$ cat config.mk
export PLATFORM = sky130hd
export DESIGN_NAME = blk_dma
export DESIGN_NICKNAME = d
export VERILOG_FILES = /design/src/rtl/dma_pkg.sv /design/src/rtl/dma_cfg_regs.sv /design/src/rtl/dma_burst_calc.sv /design/src/rtl/dma_xfer_fsm.sv /design/src/rtl/blk_dma.sv
export SDC_FILE = /design/constraint.sdc
export NUM_CORES = 1
export LEC_CHECK = 0
export ABC_CLOCK_PERIOD_IN_PS = 13000
export BUFFER_PORTS_ARGS = -buffer_cell sky130_fd_sc_hd__buf_2
export CAP_MARGIN = 20
export CORE_UTILIZATION = 40
export DETAILED_ROUTE_END_ITERATION = 8
export PLACE_DENSITY = 0.69
export SYNTH_ARGS = -nofsm -noshare
export SYNTH_HDL_FRONTEND = slang
export SYNTH_HIERARCHICAL = 1
export SYNTH_SLANG_ARGS = --single-unit
$ cat constraint.sdc
create_clock -name clk -period 13 [get_ports clk]
set_input_delay 2.6 -clock clk [delete_from_list [all_inputs] [get_ports clk]]
set_output_delay 2.6 -clock clk [all_outputs]
set_load 0.03 [all_outputs]
$ cat src/rtl/dma_pkg.sv
package dma_pkg;
  typedef enum logic [1:0] {
    ST_IDLE = 2'd0,
    ST_ADDR = 2'd1,
    ST_DATA = 2'd2,
    ST_FIN  = 2'd3
  } dma_state_e;

  localparam logic [1:0] SEL_ADDR = 2'd0;
  localparam logic [1:0] SEL_CNT  = 2'd1;
  localparam logic [1:0] SEL_CMD  = 2'd2;
endpackage

$ cat src/rtl/dma_cfg_regs.sv
module dma_cfg_regs
  import dma_pkg::*;
#(
  parameter int ADDR_W = 32,
  parameter int CNT_W  = 16,
  parameter int WB_W   = 2
) (
  input  logic              clk,
  input  logic              rst_n,
  input  logic              cfg_we,
  input  logic [1:0]        cfg_sel,
  input  logic [ADDR_W-1:0] cfg_wdata,
  input  logic              busy,
  input  logic              finish,
  output logic [ADDR_W-1:0] base_addr,
  output logic [CNT_W-1:0]  word_cnt,
  output logic              dir_m2d,
  output logic              start_acc,
  output logic              done,
  output logic              err
);
  logic [ADDR_W-1:0] base_q, base_n;
  logic [CNT_W-1:0]  cnt_q, cnt_n;
  logic              dir_q, dir_n, done_q, done_n, err_q, err_n;
  logic              go_req, go_rej;

  always_comb begin
    go_req    = cfg_we && (cfg_sel == SEL_CMD) && cfg_wdata[0];
    start_acc = go_req && !busy;
    go_rej    = go_req && busy;
    base_n = base_q;
    cnt_n  = cnt_q;
    dir_n  = dir_q;
    done_n = done_q;
    err_n  = err_q;
    if (cfg_we && cfg_sel == SEL_ADDR)
      base_n = {cfg_wdata[ADDR_W-1:WB_W], {WB_W{1'b0}}};
    if (cfg_we && cfg_sel == SEL_CNT)
      cnt_n = cfg_wdata[CNT_W-1:0];
    if (start_acc) begin
      dir_n  = cfg_wdata[1];
      done_n = 1'b0;
      err_n  = 1'b0;
    end
    if (go_rej)  err_n  = 1'b1;
    if (finish)  done_n = 1'b1;
  end

  always_ff @(posedge clk or negedge rst_n) begin
    if (!rst_n) begin
      base_q <= '0;
      cnt_q  <= '0;
      dir_q  <= 1'b0;
      done_q <= 1'b0;
      err_q  <= 1'b0;
    end else begin
      base_q <= base_n;
      cnt_q  <= cnt_n;
      dir_q  <= dir_n;
      done_q <= done_n;
      err_q  <= err_n;
    end
  end

  assign base_addr = base_q;
  assign word_cnt  = cnt_q;
  assign dir_m2d   = dir_q;
  assign done      = done_q;
  assign err       = err_q;
endmodule

$ cat src/rtl/dma_burst_calc.sv
module dma_burst_calc #(
  parameter int CNT_W      = 16,
  parameter int PAGE_WORDS = 1024,
  parameter int OFF_W      = 10,
  parameter int LEN_W      = 11
) (
  input  logic [OFF_W-1:0] page_off,
  input  logic [CNT_W-1:0] remaining,
  output logic [LEN_W-1:0] blen
);
  logic [LEN_W-1:0] room;

  always_comb begin
    room = LEN_W'(PAGE_WORDS) - LEN_W'(page_off);
    if (remaining < CNT_W'(room)) blen = LEN_W'(remaining);
    else                          blen = room;
  end
endmodule

$ cat src/rtl/dma_xfer_fsm.sv
module dma_xfer_fsm
  import dma_pkg::*;
#(
  parameter int ADDR_W     = 32,
  parameter int CNT_W      = 16,
  parameter int LEN_W      = 11,
  parameter int WORD_BYTES = 4
) (
  input  logic              clk,
  input  logic              rst_n,
  input  logic              start_acc,
  input  logic [ADDR_W-1:0] base_addr,
  input  logic [CNT_W-1:0]  word_cnt,
  input  logic [LEN_W-1:0]  blen,
  input  logic              mem_gnt,
  input  logic              beat,
  output dma_state_e        state,
  output logic [ADDR_W-1:0] cur_addr,
  output logic [CNT_W-1:0]  remaining,
  output logic              last_beat
);
  dma_state_e        st_q, st_n;
  logic [ADDR_W-1:0] addr_q, addr_n;
  logic [CNT_W-1:0]  rem_q, rem_n;
  logic [LEN_W-1:0]  beats_q, beats_n;
  logic              run_en;

  always_comb begin
    st_n    = st_q;
    addr_n  = addr_q;
    rem_n   = rem_q;
    beats_n = beats_q;
    case (st_q)
      ST_IDLE: if (start_acc) begin
        addr_n = base_addr;
        rem_n  = word_cnt;
        st_n   = (word_cnt == '0) ? ST_FIN : ST_ADDR;
      end
      ST_ADDR: if (mem_gnt) begin
        beats_n = blen;
        st_n    = ST_DATA;
      end
      ST_DATA: if (beat) begin
        addr_n  = addr_q + ADDR_W'(WORD_BYTES);
        rem_n   = rem_q - CNT_W'(1);
        beats_n = beats_q - LEN_W'(1);
        if (beats_q == LEN_W'(1))
          st_n = (rem_q == CNT_W'(1)) ? ST_FIN : ST_ADDR;
      end
      default: st_n = ST_IDLE;
    endcase
    run_en = (st_n != st_q) || (addr_n != addr_q) || (beats_n != beats_q);
  end

  always_ff @(posedge clk or negedge rst_n) begin
    if (!rst_n) begin
      st_q    <= ST_IDLE;
      addr_q  <= '0;
      rem_q   <= '0;
      beats_q <= '0;
    end else if (run_en) begin
      st_q    <= st_n;
      addr_q  <= addr_n;
      rem_q   <= rem_n;
      beats_q <= beats_n;
    end
  end

  assign state     = st_q;
  assign cur_addr  = addr_q;
  assign remaining = rem_q;
  assign last_beat = (st_q == ST_DATA) && (beats_q == LEN_W'(1));
endmodule

$ cat src/rtl/blk_dma.sv
module blk_dma
  import dma_pkg::*;
#(
  parameter int ADDR_W     = 32,
  parameter int DATA_W     = 32,
  parameter int CNT_W      = 16,
  parameter int PAGE_BYTES = 4096,
  parameter int WORD_BYTES = 4,
  localparam int PAGE_WORDS = PAGE_BYTES / WORD_BYTES,
  localparam int LEN_W      = $clog2(PAGE_WORDS) + 1
) (
  input  logic              clk,
  input  logic              rst_n,
  input  logic              cfg_we,
  input  logic [1:0]        cfg_sel,
  input  logic [ADDR_W-1:0] cfg_wdata,
  output logic              stat_busy,
  output logic              stat_done,
  output logic              stat_err,
  output logic              irq,
  output logic              mem_req,
  output logic [ADDR_W-1:0] mem_addr,
  output logic              mem_we,
  output logic [LEN_W-1:0]  mem_len,
  input  logic              mem_gnt,
  output logic              mem_lock,
  output logic              mem_wvalid,
  output logic [DATA_W-1:0] mem_wdata,
  output logic              mem_wlast,
  input  logic              mem_wready,
  input  logic              mem_rvalid,
  input  logic [DATA_W-1:0] mem_rdata,
  output logic              mem_rready,
  input  logic              dev_rvalid,
  input  logic [DATA_W-1:0] dev_rdata,
  output logic              dev_rready,
  output logic              dev_wvalid,
  output logic [DATA_W-1:0] dev_wdata,
  input  logic              dev_wready
);
  localparam int WB_W  = $clog2(WORD_BYTES);
  localparam int PG_W  = $clog2(PAGE_BYTES);
  localparam int OFF_W = PG_W - WB_W;

  dma_state_e        state;
  logic [ADDR_W-1:0] base_addr, cur_addr;
  logic [CNT_W-1:0]  word_cnt, remaining;
  logic [LEN_W-1:0]  blen;
  logic              dir_m2d, start_acc, last_beat, beat, in_data, busy, finish;

  assign busy   = (state != ST_IDLE);
  assign finish = (state == ST_FIN);

  dma_cfg_regs #(.ADDR_W(ADDR_W), .CNT_W(CNT_W), .WB_W(WB_W)) u_regs (
    .clk(clk), .rst_n(rst_n), .cfg_we(cfg_we), .cfg_sel(cfg_sel),
    .cfg_wdata(cfg_wdata), .busy(busy), .finish(finish),
    .base_addr(base_addr), .word_cnt(word_cnt), .dir_m2d(dir_m2d),
    .start_acc(start_acc), .done(stat_done), .err(stat_err)
  );

  dma_burst_calc #(.CNT_W(CNT_W), .PAGE_WORDS(PAGE_WORDS), .OFF_W(OFF_W),
                   .LEN_W(LEN_W)) u_calc (
    .page_off(cur_addr[PG_W-1:WB_W]), .remaining(remaining), .blen(blen)
  );

  dma_xfer_fsm #(.ADDR_W(ADDR_W), .CNT_W(CNT_W), .LEN_W(LEN_W),
                 .WORD_BYTES(WORD_BYTES)) u_fsm (
    .clk(clk), .rst_n(rst_n), .start_acc(start_acc), .base_addr(base_addr),
    .word_cnt(word_cnt), .blen(blen), .mem_gnt(mem_gnt), .beat(beat),
    .state(state), .cur_addr(cur_addr), .remaining(remaining),
    .last_beat(last_beat)
  );

  assign in_data    = (state == ST_DATA);
  assign stat_busy  = busy;
  assign irq        = finish;
  assign mem_req    = (state == ST_ADDR);
  assign mem_addr   = cur_addr;
  assign mem_we     = !dir_m2d;
  assign mem_len    = blen;
  assign mem_lock   = (state == ST_ADDR) || in_data;

  assign mem_wvalid = in_data && !dir_m2d && dev_rvalid;
  assign mem_wdata  = dev_rdata;
  assign mem_wlast  = mem_wvalid && last_beat;
  assign dev_rready = in_data && !dir_m2d && mem_wready;

  assign dev_wvalid = in_data && dir_m2d && mem_rvalid;
  assign dev_wdata  = mem_rdata;
  assign mem_rready = in_data && dir_m2d && dev_wready;

  assign beat = dir_m2d ? (dev_wvalid && dev_wready) : (mem_wvalid && mem_wready);
endmodule

==> flow_summary.json, run 1 <==
{
  "ys_types": 82,
  "startpoint_type": "flip-flop",
  "synth_area_leader_cell": "dfrtp_1",
  "rsz0062_at_grt": "false",
  "worst_hold_slack_ns": 0.526,
  "fin_worst_skew_ns": 0.00992,
  "finalHoldViolCount": 0,
  "grt_pass1_wl_mm": 46.2,
  "fmax_mhz": 147,
  "p_switching_mw": 1.35,
  "place_congestion": 0.965,
  "h-tree-depth": 3,
  "slowest_stage": "dfrtp_1",
  "placed_cell_area_um2": 9240,
  "wl_mm": 29.9,
  "tightest_slew_ns": 0.902,
  "ys_seq_elements": 110,
  "crit_chain": "nor3_1 > nand2_1 > or4_1 > xnor2_1 > ha_1 > a21o_2 > a2111oi_4 > o21ai_2 > mux2i_1 > buf_2",
  "synth_flop_cell": "dfrtp_1",
  "ys_warn_count": 6,
  "async_reset_ff_frac": 1.00,
  "cpPeakStageDelay_ns": 0.60,
  "crit_path_end_kind": "primary output",
  "start_util": 0.407,
  "clock-root-buffer": "clkbuf_16",
  "drc": 0,
  "path_max_fanout": 13,
  "fp.dieH_um": 154,
  "placementRows": 55,
  "drive_gt1_frac": 0.210,
  "synthTopCellsByArea": "dfrtp_1, mux2_2, buf_4",
  "numCtsBuffers": 9,
  "path_buf_inv": 1,
  "ctsResizeCount": 0,
  "seq_area_frac_synth": 0.300,
  "grt_usage": 0.253,
  "hp-class": "reg -> reg",
  "post_cts_buffers": 0,
  "arrival_ns": 4.18,
  "grt_max_degree": 75,
  "maxCapViolations": 0,
  "cts_buffer_depth": 2,
  "final_core_utilization": 0.422,
  "fin_crit_sh": 0.522,
  "antenna-diode-count": 0,
  "clkPwrFrac": 0.114,
  "drt-pass1-iter-count": 6,
  "finalNetCount": 1170,
  "vias": 8490,
  "synth_edf_count": 0,
  "clock_latency_ns": 0.36,
  "portBuffers": 96,
  "io_pins": 225,
  "p_leak_nw": 3.95,
  "cts_tree": "built",
  "dp.cells": 1314,
  "drt-wirelength-per-cell_um": 22.5,
  "syn_avg_cell_area_um2": 8.62,
  "swShare": 0.549,
  "grt_antenna_before_repair": 1,
  "clk_pin_slew_ns": 0.08,
  "finalCriticalPeriod_ns": 6.78,
  "cp_data_required_time_ns": 10.40,
  "first_iter_violations": 1081,
  "relSlewSlack": 0.399,
  "peakVddDrop_v": 0.000135,
  "pwr-share-seq": 0.302,
  "cts.sinks": 110,
  "timing.setup.tns_ns": 0,
  "setup_viol": 0,
  "grt_pass1_vias": 7748,
  "combPwrFrac": 0.585,
  "status": "finished, final reports clean",
  "place_hpwl_mm": 21.7,
  "ant_nets": 0,
  "pre_cts_ws_ns": 6.35,
  "vias_per_cell": 6.38,
  "powerDensity_nw_per_um2": 259,
  "syn_area_um2": 9190,
  "final.setup.worst_slack_ns": 6.22,
  "die-area_um2": 23600,
  "stdcell_count": 1330,
  "critical_path_class": "reg -> out",
  "p_total_mw": 2.47,
  "synth_cells": 1066,
  "die_x_um": 154,
  "hold_buffers": 0,
  "syn_to_final_growth_pct": 3.76,
  "power.internal_mw": 1.11,
  "grt_overflow": 0,
  "final_area_um2": 9530,
  "yosysTopAreaCellShare": 0.300,
  "report.final.slew_viol_count": 0,
  "cpLargestDelayFamily": "simple AND/OR/NAND/NOR gates",
  "core_um2": 22600
}
synth_stat cells (22+ instances only):
| master | count |
|---|---|
| dfrtp_1 | 110 |
| nand2_1 | 87 |
| o21ai_0 | 74 |
| mux2_2 | 73 |
| buf_4 | 69 |
| inv_1 | 60 |
| nor2_1 | 44 |
| a21oi_1 | 40 |
| nand4_1 | 34 |
| clkbuf_1 | 33 |
| a22oi_1 | 32 |
| nand3_1 | 28 |
| ha_1 | 24 |
| nand2b_1 | 23 |
| nor3_1 | 22 |
placed cells by master, fill, tap and decap left out, types with 32 or more instances in the layout:
master / n
inv_1: 60
a21oi_1: 40
nor2_1: 43
nand4_1: 34
dfrtp_1: 110
o21ai_0: 74
nand2_1: 87
mux2_2: 73
a22oi_1: 32
buf_2: 95
layer usage:
metal,vias up,GRT usage,part of all wire
met2,502,0.372,0.43
met1,4111,0.368,0.44
met3,73,0.0426,0.091
met5,-,0,0.00047
li1,3802,-,-
met4,2,0.101,0.032
flip-flops by register name (all words and copies together), names as in the netlist:
name / count
u_fsm/beats_q: 11
u_fsm/state: 2
u_regs/done: 1
u_regs/dir_m2d: 1
u_regs/word_cnt: 16
u_regs/err: 1
u_fsm/cur_addr: 32
u_regs/base_addr: 30
u_fsm/remaining: 16
worst register-to-register path: stages (launching register included):
cell and delay, ns:
dfrtp_1 0.60, nor3_1 0.45, nand2_1 0.16, or4_1 0.44, xnor2_1 0.25, ha_1 0.30, a21o_2 0.21, a2111oi_4 0.35
o21ai_2 0.27, mux2i_1 0.44, nor2b_1 0.10, o211ai_1 0.25, a21oi_1 0.12, a2111oi_0 0.61, nor4b_1 0.31, nand3_1 0.13
or3_1 0.58, nand3_2 0.27, o221a_1 0.23
power by group through the flow:
stage          combinational (mW)  sequential [mW]  clock, mW
5_1_grt                      1.56            0.763      0.301
6_report                     1.44            0.744      0.281
3_5_place_dp                 1.41            0.740          0
4_1_cts                      1.42            0.732      0.286
3_3_place_gp                 1.40            0.736          0
2_1_floorplan                1.10            0.668          0
area by class of cell:
cell class	count	area (µm²)
Tap cell	285	357
Multi-Input combinational cell	753	5350
Clock inverter	4	37.5
Timing Repair Buffer	105	551
Inverter	61	229
Sequential cell	110	2750
Fill cell	2275	13000
Clock buffer	12	256
cells by family (layout without fill, tap and decap cells):
| kind of cell | Yosys count | count (layout) | synth area share |
|---|---|---|---|
| AND/OR/NAND/NOR | 339 | 339 | 0.205 |
| AO/OA/AOI/OAI | 261 | 261 | 0.198 |
| buffers and inverters | 204 | 182 | 0.120 |
| flip-flops | 110 | 110 | 0.300 |
| multiplexers | 91 | 91 | 0.110 |
| XOR/XNOR | 36 | 36 | 0.0343 |
| adder cells (fa/ha/maj) | 24 | 24 | 0.0327 |
| other | 1 | 2 | 0.000408 |
path summary, 6_finish.rpt:
path | from | end | slack (ns) | cells past startpoint
setup / recovery | u_fsm/cur_addr[4] | mem_len[8] | 6.22 | 10
hold / removal | u_regs/err | u_regs/err | 0.53 | 1
setup reg to reg | u_fsm/cur_addr[4] | u_fsm/remaining[9] | 6.88 | 18
hold reg to reg | u_regs/err | u_regs/err | 0.53 | 1
max in group asynchronous | rst_n | u_regs/word_cnt[4] | 9.50 | 2
min in group asynchronous | rst_n | u_regs/base_addr[23] | 2.21 | 1
Power figures use the tool's default switching activity.
==> run 2, diff against run 1 <==
Settings changed: ABC_CLOCK_PERIOD_IN_PS 13000 to 5500, PLACE_DENSITY 0.69 to 0.71.
Clock period 13 ns to 5.5 ns, I/O delays scaled along.
==> run 2 against run 1 <==
Against the previous run: sequential power increased by 120%; first-iteration DRC count is 3.2% higher; critical path depth up 12; critical path type is now reg -> reg.
==> flow_summary.json, run 2 (synthesis gave the netlist of run 1 again) <==
{
  "worstHoldEndpoint": "u_fsm/remaining[15]",
  "grt_overflow": 0,
  "die_x_um": 154,
  "largest_register_ffs": 32,
  "p_leak_nw": 4.15,
  "drt-pass1-iter-count": 8,
  "tightest_slew_ns": 0.801,
  "fp.dieH_um": 154,
  "maxCapViolations": 0,
  "peakVddDrop_v": 0.000356,
  "cts_buffer_depth": 2,
  "die-area_um2": 23600,
  "combPwrFrac": 0.632,
  "finalCriticalPeriod_ns": 5.34,
  "r2r_start": "u_fsm/cur_addr[2]",
  "fin_crit_sh": 0.970,
  "portBuffers": 96,
  "io_pins": 225,
  "clock-root-buffer": "clkbuf_16",
  "multi_input_area_um2": 5480,
  "h-tree-depth": 3,
  "grt_usage": 0.261,
  "drive_gt1_frac": 0.254,
  "report.final.slew_viol_count": 0,
  "power.internal_mw": 2.89,
  "clock_latency_ns": 0.37,
  "reg2reg_slack_ns": 0.16,
  "crit_path_end_kind": "flip-flop",
  "cp_data_required_time_ns": 5.74,
  "swShare": 0.540,
  "cts_tree": "built",
  "worstRegToRegCells": 22,
  "grt_max_degree": 60,
  "final.setup.worst_slack_ns": 0.163,
  "wl_mm": 31.3,
  "path_max_fanout": 6,
  "core_um2": 22600,
  "path_depth": 22,
  "status": "finished, final reports clean",
  "finalHoldViolCount": 0,
  "drc": 0,
  "finalNetCount": 1208,
  "cts.sinks": 110,
  "crit_chain": "buf_4 > inv_1 > ha_1 > nor3b_1 > xor2_1 > ha_1 > nand4_1 > nand3_1 > a21oi_1 > o21ai_4 > buf_2 > mux2i_4 > nand2b_1 > a21oi_1 > nor4_2 > nand4_1 > a2111oi_4 > nand4_1 > buf_4 > or3_2 > a31oi_1 > a311oi_1",
  "placementRows": 55,
  "place_congestion": 0.984,
  "path_buf_inv": 4,
  "final_cell_mix": "dfrtp_1, buf_2, nand2_1",
  "hp-start": "u_fsm/remaining[15]",
  "relSlewSlack": 0.462,
  "grt_antenna_before_repair": 1,
  "setup_viol": 0,
  "critical_path_class": "reg -> reg",
  "pre_cts_ws_ns": -0.0106,
  "stdcell_count": 1369,
  "fillers": 2240,
  "final_area_um2": 9960,
  "final_core_utilization": 0.441,
  "clk_pin_slew_ns": 0.08,
  "dp.cells": 1347,
  "seq_area_um2": 2750,
  "p_total_mw": 6.28,
  "clkPwrFrac": 0.112,
  "worst_hold_slack_ns": 0.530,
  "min_path_cells": 1,
  "cpPeakStageDelay_ns": 0.56,
  "grt_pass1_vias": 8130,
  "first_iter_violations": 1116,
  "timing.setup.tns_ns": 0,
  "hp-class": "reg -> reg",
  "final_common_cell": "dfrtp_1",
  "slowest_stage": "or3_2",
  "cpLargestDelayFamily": "simple AND/OR/NAND/NOR gates",
  "r2r-end": "u_fsm/remaining[15]",
  "syn_to_final_growth_pct": 8.42,
  "pwr-share-seq": 0.256,
  "drt-wirelength-per-cell_um": 22.9,
  "ant_nets": 0,
  "hold_buffers": 0,
  "fin_worst_skew_ns": 0.0120,
  "grt_pass1_wl_mm": 47.6,
  "fmax_mhz": 187,
  "start_util": 0.407,
  "vias_per_cell": 6.37,
  "startpoint_type": "flip-flop",
  "arrival_ns": 5.57,
  "cpMostUsedCell": "nand4_1",
  "powerDensity_nw_per_um2": 631,
  "vias": 8724,
  "placed_cell_area_um2": 9490,
  "place_hpwl_mm": 22.9,
  "numCtsBuffers": 9,
  "p_switching_mw": 3.40
}
[run 2: final cells by class]
class                           instances  share of cell area
Timing Repair Buffer                  142              0.0833
Inverter                               61              0.0230
Tap cell                              285              0.0358
Antenna cell                            1            0.000251
Sequential cell                       110               0.277
Clock buffer                           10              0.0230
Clock inverter                          6             0.00766
Multi-Input combinational cell        754               0.551
[run 2: worst max path at each step]
stage	start	endpoint	slack [ns]
3_3_place_gp	u_fsm/cur_addr[2]	u_fsm/remaining[2]	0.03
5_1_grt	u_fsm/cur_addr[2]	u_fsm/remaining[15]	-0.02
2_1_floorplan	u_fsm/cur_addr[3]	u_fsm/remaining[3]	0.10
4_1_cts	u_fsm/cur_addr[2]	u_fsm/remaining[2]	0.0009
3_5_place_dp	u_fsm/cur_addr[2]	u_fsm/remaining[13]	-0.01
6_report	u_fsm/cur_addr[2]	u_fsm/remaining[15]	0.16
[run 2: what timing repair did]
action | CTS | global route
endpoints found under the setup margin | 11 | 16
gates resized for setup | 1 | 26
pin swaps | 0 | 7
cloned | 0 | 1
buffers inserted | 0 | 4
[run 2: power by group through the flow]
stage                     clock network [mW]  logic (mW)  registers (mW)
after global placement                     0        3.62            1.59
final                                  0.701        3.97            1.61
after global routing                   0.744        4.24            1.65
after floorplan                            0        2.60            1.58
after detailed placement                   0        3.67            1.60
after CTS                              0.714        3.70            1.59
[run 2: metal layers]
metal,global-route usage,part of all wire
met5,0,0
met4,0.106,0.039
met3,0.0533,0.10
met2,0.390,0.44
met1,0.365,0.42
==> run 3, diff against run 2 <==
Settings changed: CORE_UTILIZATION 40 to 50, PLACE_DENSITY 0.71 to 0.84, TNS_END_PERCENT set to 20.
==> run 3 against run 2 <==
Against the previous run: utilization up 11 points; fmax rose by 2.5%; critical endpoint is now u_fsm/remaining[14]; count of clock-buffer cells in the layout did not move; first-iteration DRC count rose by 27%; total power down 2.2%; sequential share of layout area increased by 0.32 points; hold slack worse by 0.0085 ns; combinational power shrank 3%.
==> flow_summary.json, run 3 (synthesis gave the netlist of run 1 again) <==
{
  "grt_usage": 0.327,
  "maxCapViolations": 0,
  "powerDensity_nw_per_um2": 624,
  "clock-root-buffer": "clkbuf_16",
  "place_congestion": 1.00,
  "drc": 0,
  "peakVddDrop_v": 0.000379,
  "final_common_cell": "dfrtp_1",
  "tightest_slew_ns": 0.817,
  "wl_mm": 30.2,
  "timing.setup.tns_ns": 0,
  "status": "finished, final reports clean",
  "drt-pass1-iter-count": 7,
  "grt_antenna_before_repair": 1,
  "slowest_stage": "or4_4",
  "path_max_fanout": 14,
  "drive_gt1_frac": 0.243,
  "placementRows": 49,
  "first_iter_violations": 1413,
  "report.final.slew_viol_count": 0,
  "drt-wirelength-per-cell_um": 23.1,
  "final.setup.worst_slack_ns": 0.295,
  "ant_nets": 0,
  "cts_tree": "built",
  "finalNetCount": 1203,
  "p_leak_nw": 4.13,
  "startpoint_type": "flip-flop",
  "crit_path_end_kind": "flip-flop",
  "cp_data_required_time_ns": 5.75,
  "largest_register_ffs": 32,
  "vias": 8819,
  "pre_cts_ws_ns": 0.0508,
  "die_x_um": 138,
  "rsz0062_at_grt": "false",
  "numCtsBuffers": 9,
  "seq_area_um2": 2750,
  "io_pins": 225,
  "vias_per_cell": 6.74,
  "finalHoldViolCount": 0,
  "cts.sinks": 110,
  "h-tree-depth": 3,
  "core_um2": 18000,
  "syn_to_final_growth_pct": 7.11,
  "grt_max_degree": 74,
  "fillers": 1609,
  "critical_path_class": "reg -> reg",
  "fin_crit_sh": 0.946,
  "relSlewSlack": 0.455,
  "hp-class": "reg -> reg",
  "fmax_mhz": 192,
  "place_hpwl_mm": 21.7,
  "die-area_um2": 18900,
  "crit_chain": "nor3_2 > nand2_1 > or4_1 > xnor2_1 > ha_1 > a21o_2 > a2111oi_4 > o21ai_4 > clkbuf_4 > mux2i_4 > mux2_2 > nand2_1 > and4_1 > or4_4 > a2111oi_4 > nand4_1 > nor3_2 > nor2_2 > o221a_1",
  "arrival_ns": 5.46,
  "final_cell_mix": "dfrtp_1, buf_2, nand2_1",
  "grt_overflow": 0,
  "clock_latency_ns": 0.37,
  "hold_buffers": 0,
  "cts_buffer_depth": 2,
  "portBuffers": 96,
  "fin_worst_skew_ns": 0.0126,
  "cpPeakStageDelay_ns": 0.55,
  "multi_input_area_um2": 5420,
  "finalCriticalPeriod_ns": 5.20,
  "setup_viol": 0,
  "clk_pin_slew_ns": 0.08,
  "grt_pass1_wl_mm": 46.7,
  "grt_pass1_vias": 8264,
  "fp.dieH_um": 138,
  "start_util": 0.511
}
run 3: cell types whose count changed in the layout (fill, tap and decap cells not counted), moves of 2 or more:
cell	delta
clkinv_8	+2
o21ai_0	+2
buf_4	-6
o21ai_1	-2
run 3: where the power goes:
group	total (mW)	internal [mW]	switching, mW
sequential	1.59	1.08	0.507
combinational	3.86	1.38	2.48
clock	0.698	0.338	0.360
total	6.14	2.80	3.35
run 3: worst paths after layout:
check                      cells after the start              start  slack, ns                    to
min                                            1         u_regs/err       0.52            u_regs/err
min reg2reg                                    1         u_regs/err       0.52            u_regs/err
max in group asynchronous                      3              rst_n       3.73   u_regs/base_addr[2]
min in group asynchronous                      1              rst_n       0.66  u_regs/base_addr[24]
max reg2reg                                   19  u_fsm/cur_addr[3]       0.30   u_fsm/remaining[14]
max                                           19  u_fsm/cur_addr[3]       0.30   u_fsm/remaining[14]
run 3: final cells by class:
type | count | area share
flip-flops and latches | 110 | 0.280
multi-input cells | 753 | 0.551
repair buffers | 138 | 0.0848
diodes | 1 | 0.000254
clock inverters | 6 | 0.00738
clock buffers | 10 | 0.0243
inverters | 61 | 0.0233
well taps | 229 | 0.0291
run 3: critical path, delay by kind of cell (launching register included):
kind / cells / cell delay, ns
and+or+nand+nor: 9 / 2.39
AOI/OAI and AO/OA: 5 / 1.22
DFF: 1 / 0.41
muxes: 2 / 0.39
adders and majority gates: 1 / 0.29
xor gates and xnor gates: 1 / 0.21
buffers and inverters: 1 / 0.20
run 3: routing by layer:
metal / global-route usage / vias to the layer above / part of all wire
li1: - / 3872 / -
met1: 0.448 / 4191 / 0.40
met2: 0.482 / 653 / 0.43
met3: 0.0894 / 103 / 0.13
met4: 0.139 / 0 / 0.039
met5: 0 / - / 0
run 3: timing repair:
item                       CTS  global route
setup buffers                0             3
gates resized for setup      0            14
setup endpoints to repair    0            16
run 3: stage by stage:
step | instances | util | area, µm² | hold slack, ns | total power [mW]
2_1_floorplan | 1067 | - | 9190 | 0.476 | 4.17
3_3_place_gp | 1287 | 0.523 | 9390 | 0.488 | 5.16
3_5_place_dp | 1287 | 0.523 | 9390 | 0.501 | 5.22
4_1_cts | 1303 | 0.540 | 9700 | 0.520 | 5.93
5_1_grt | 1307 | 0.548 | 9840 | 0.539 | 6.50
6_report | 1308 | 0.548 | 9840 | 0.521 | 6.14
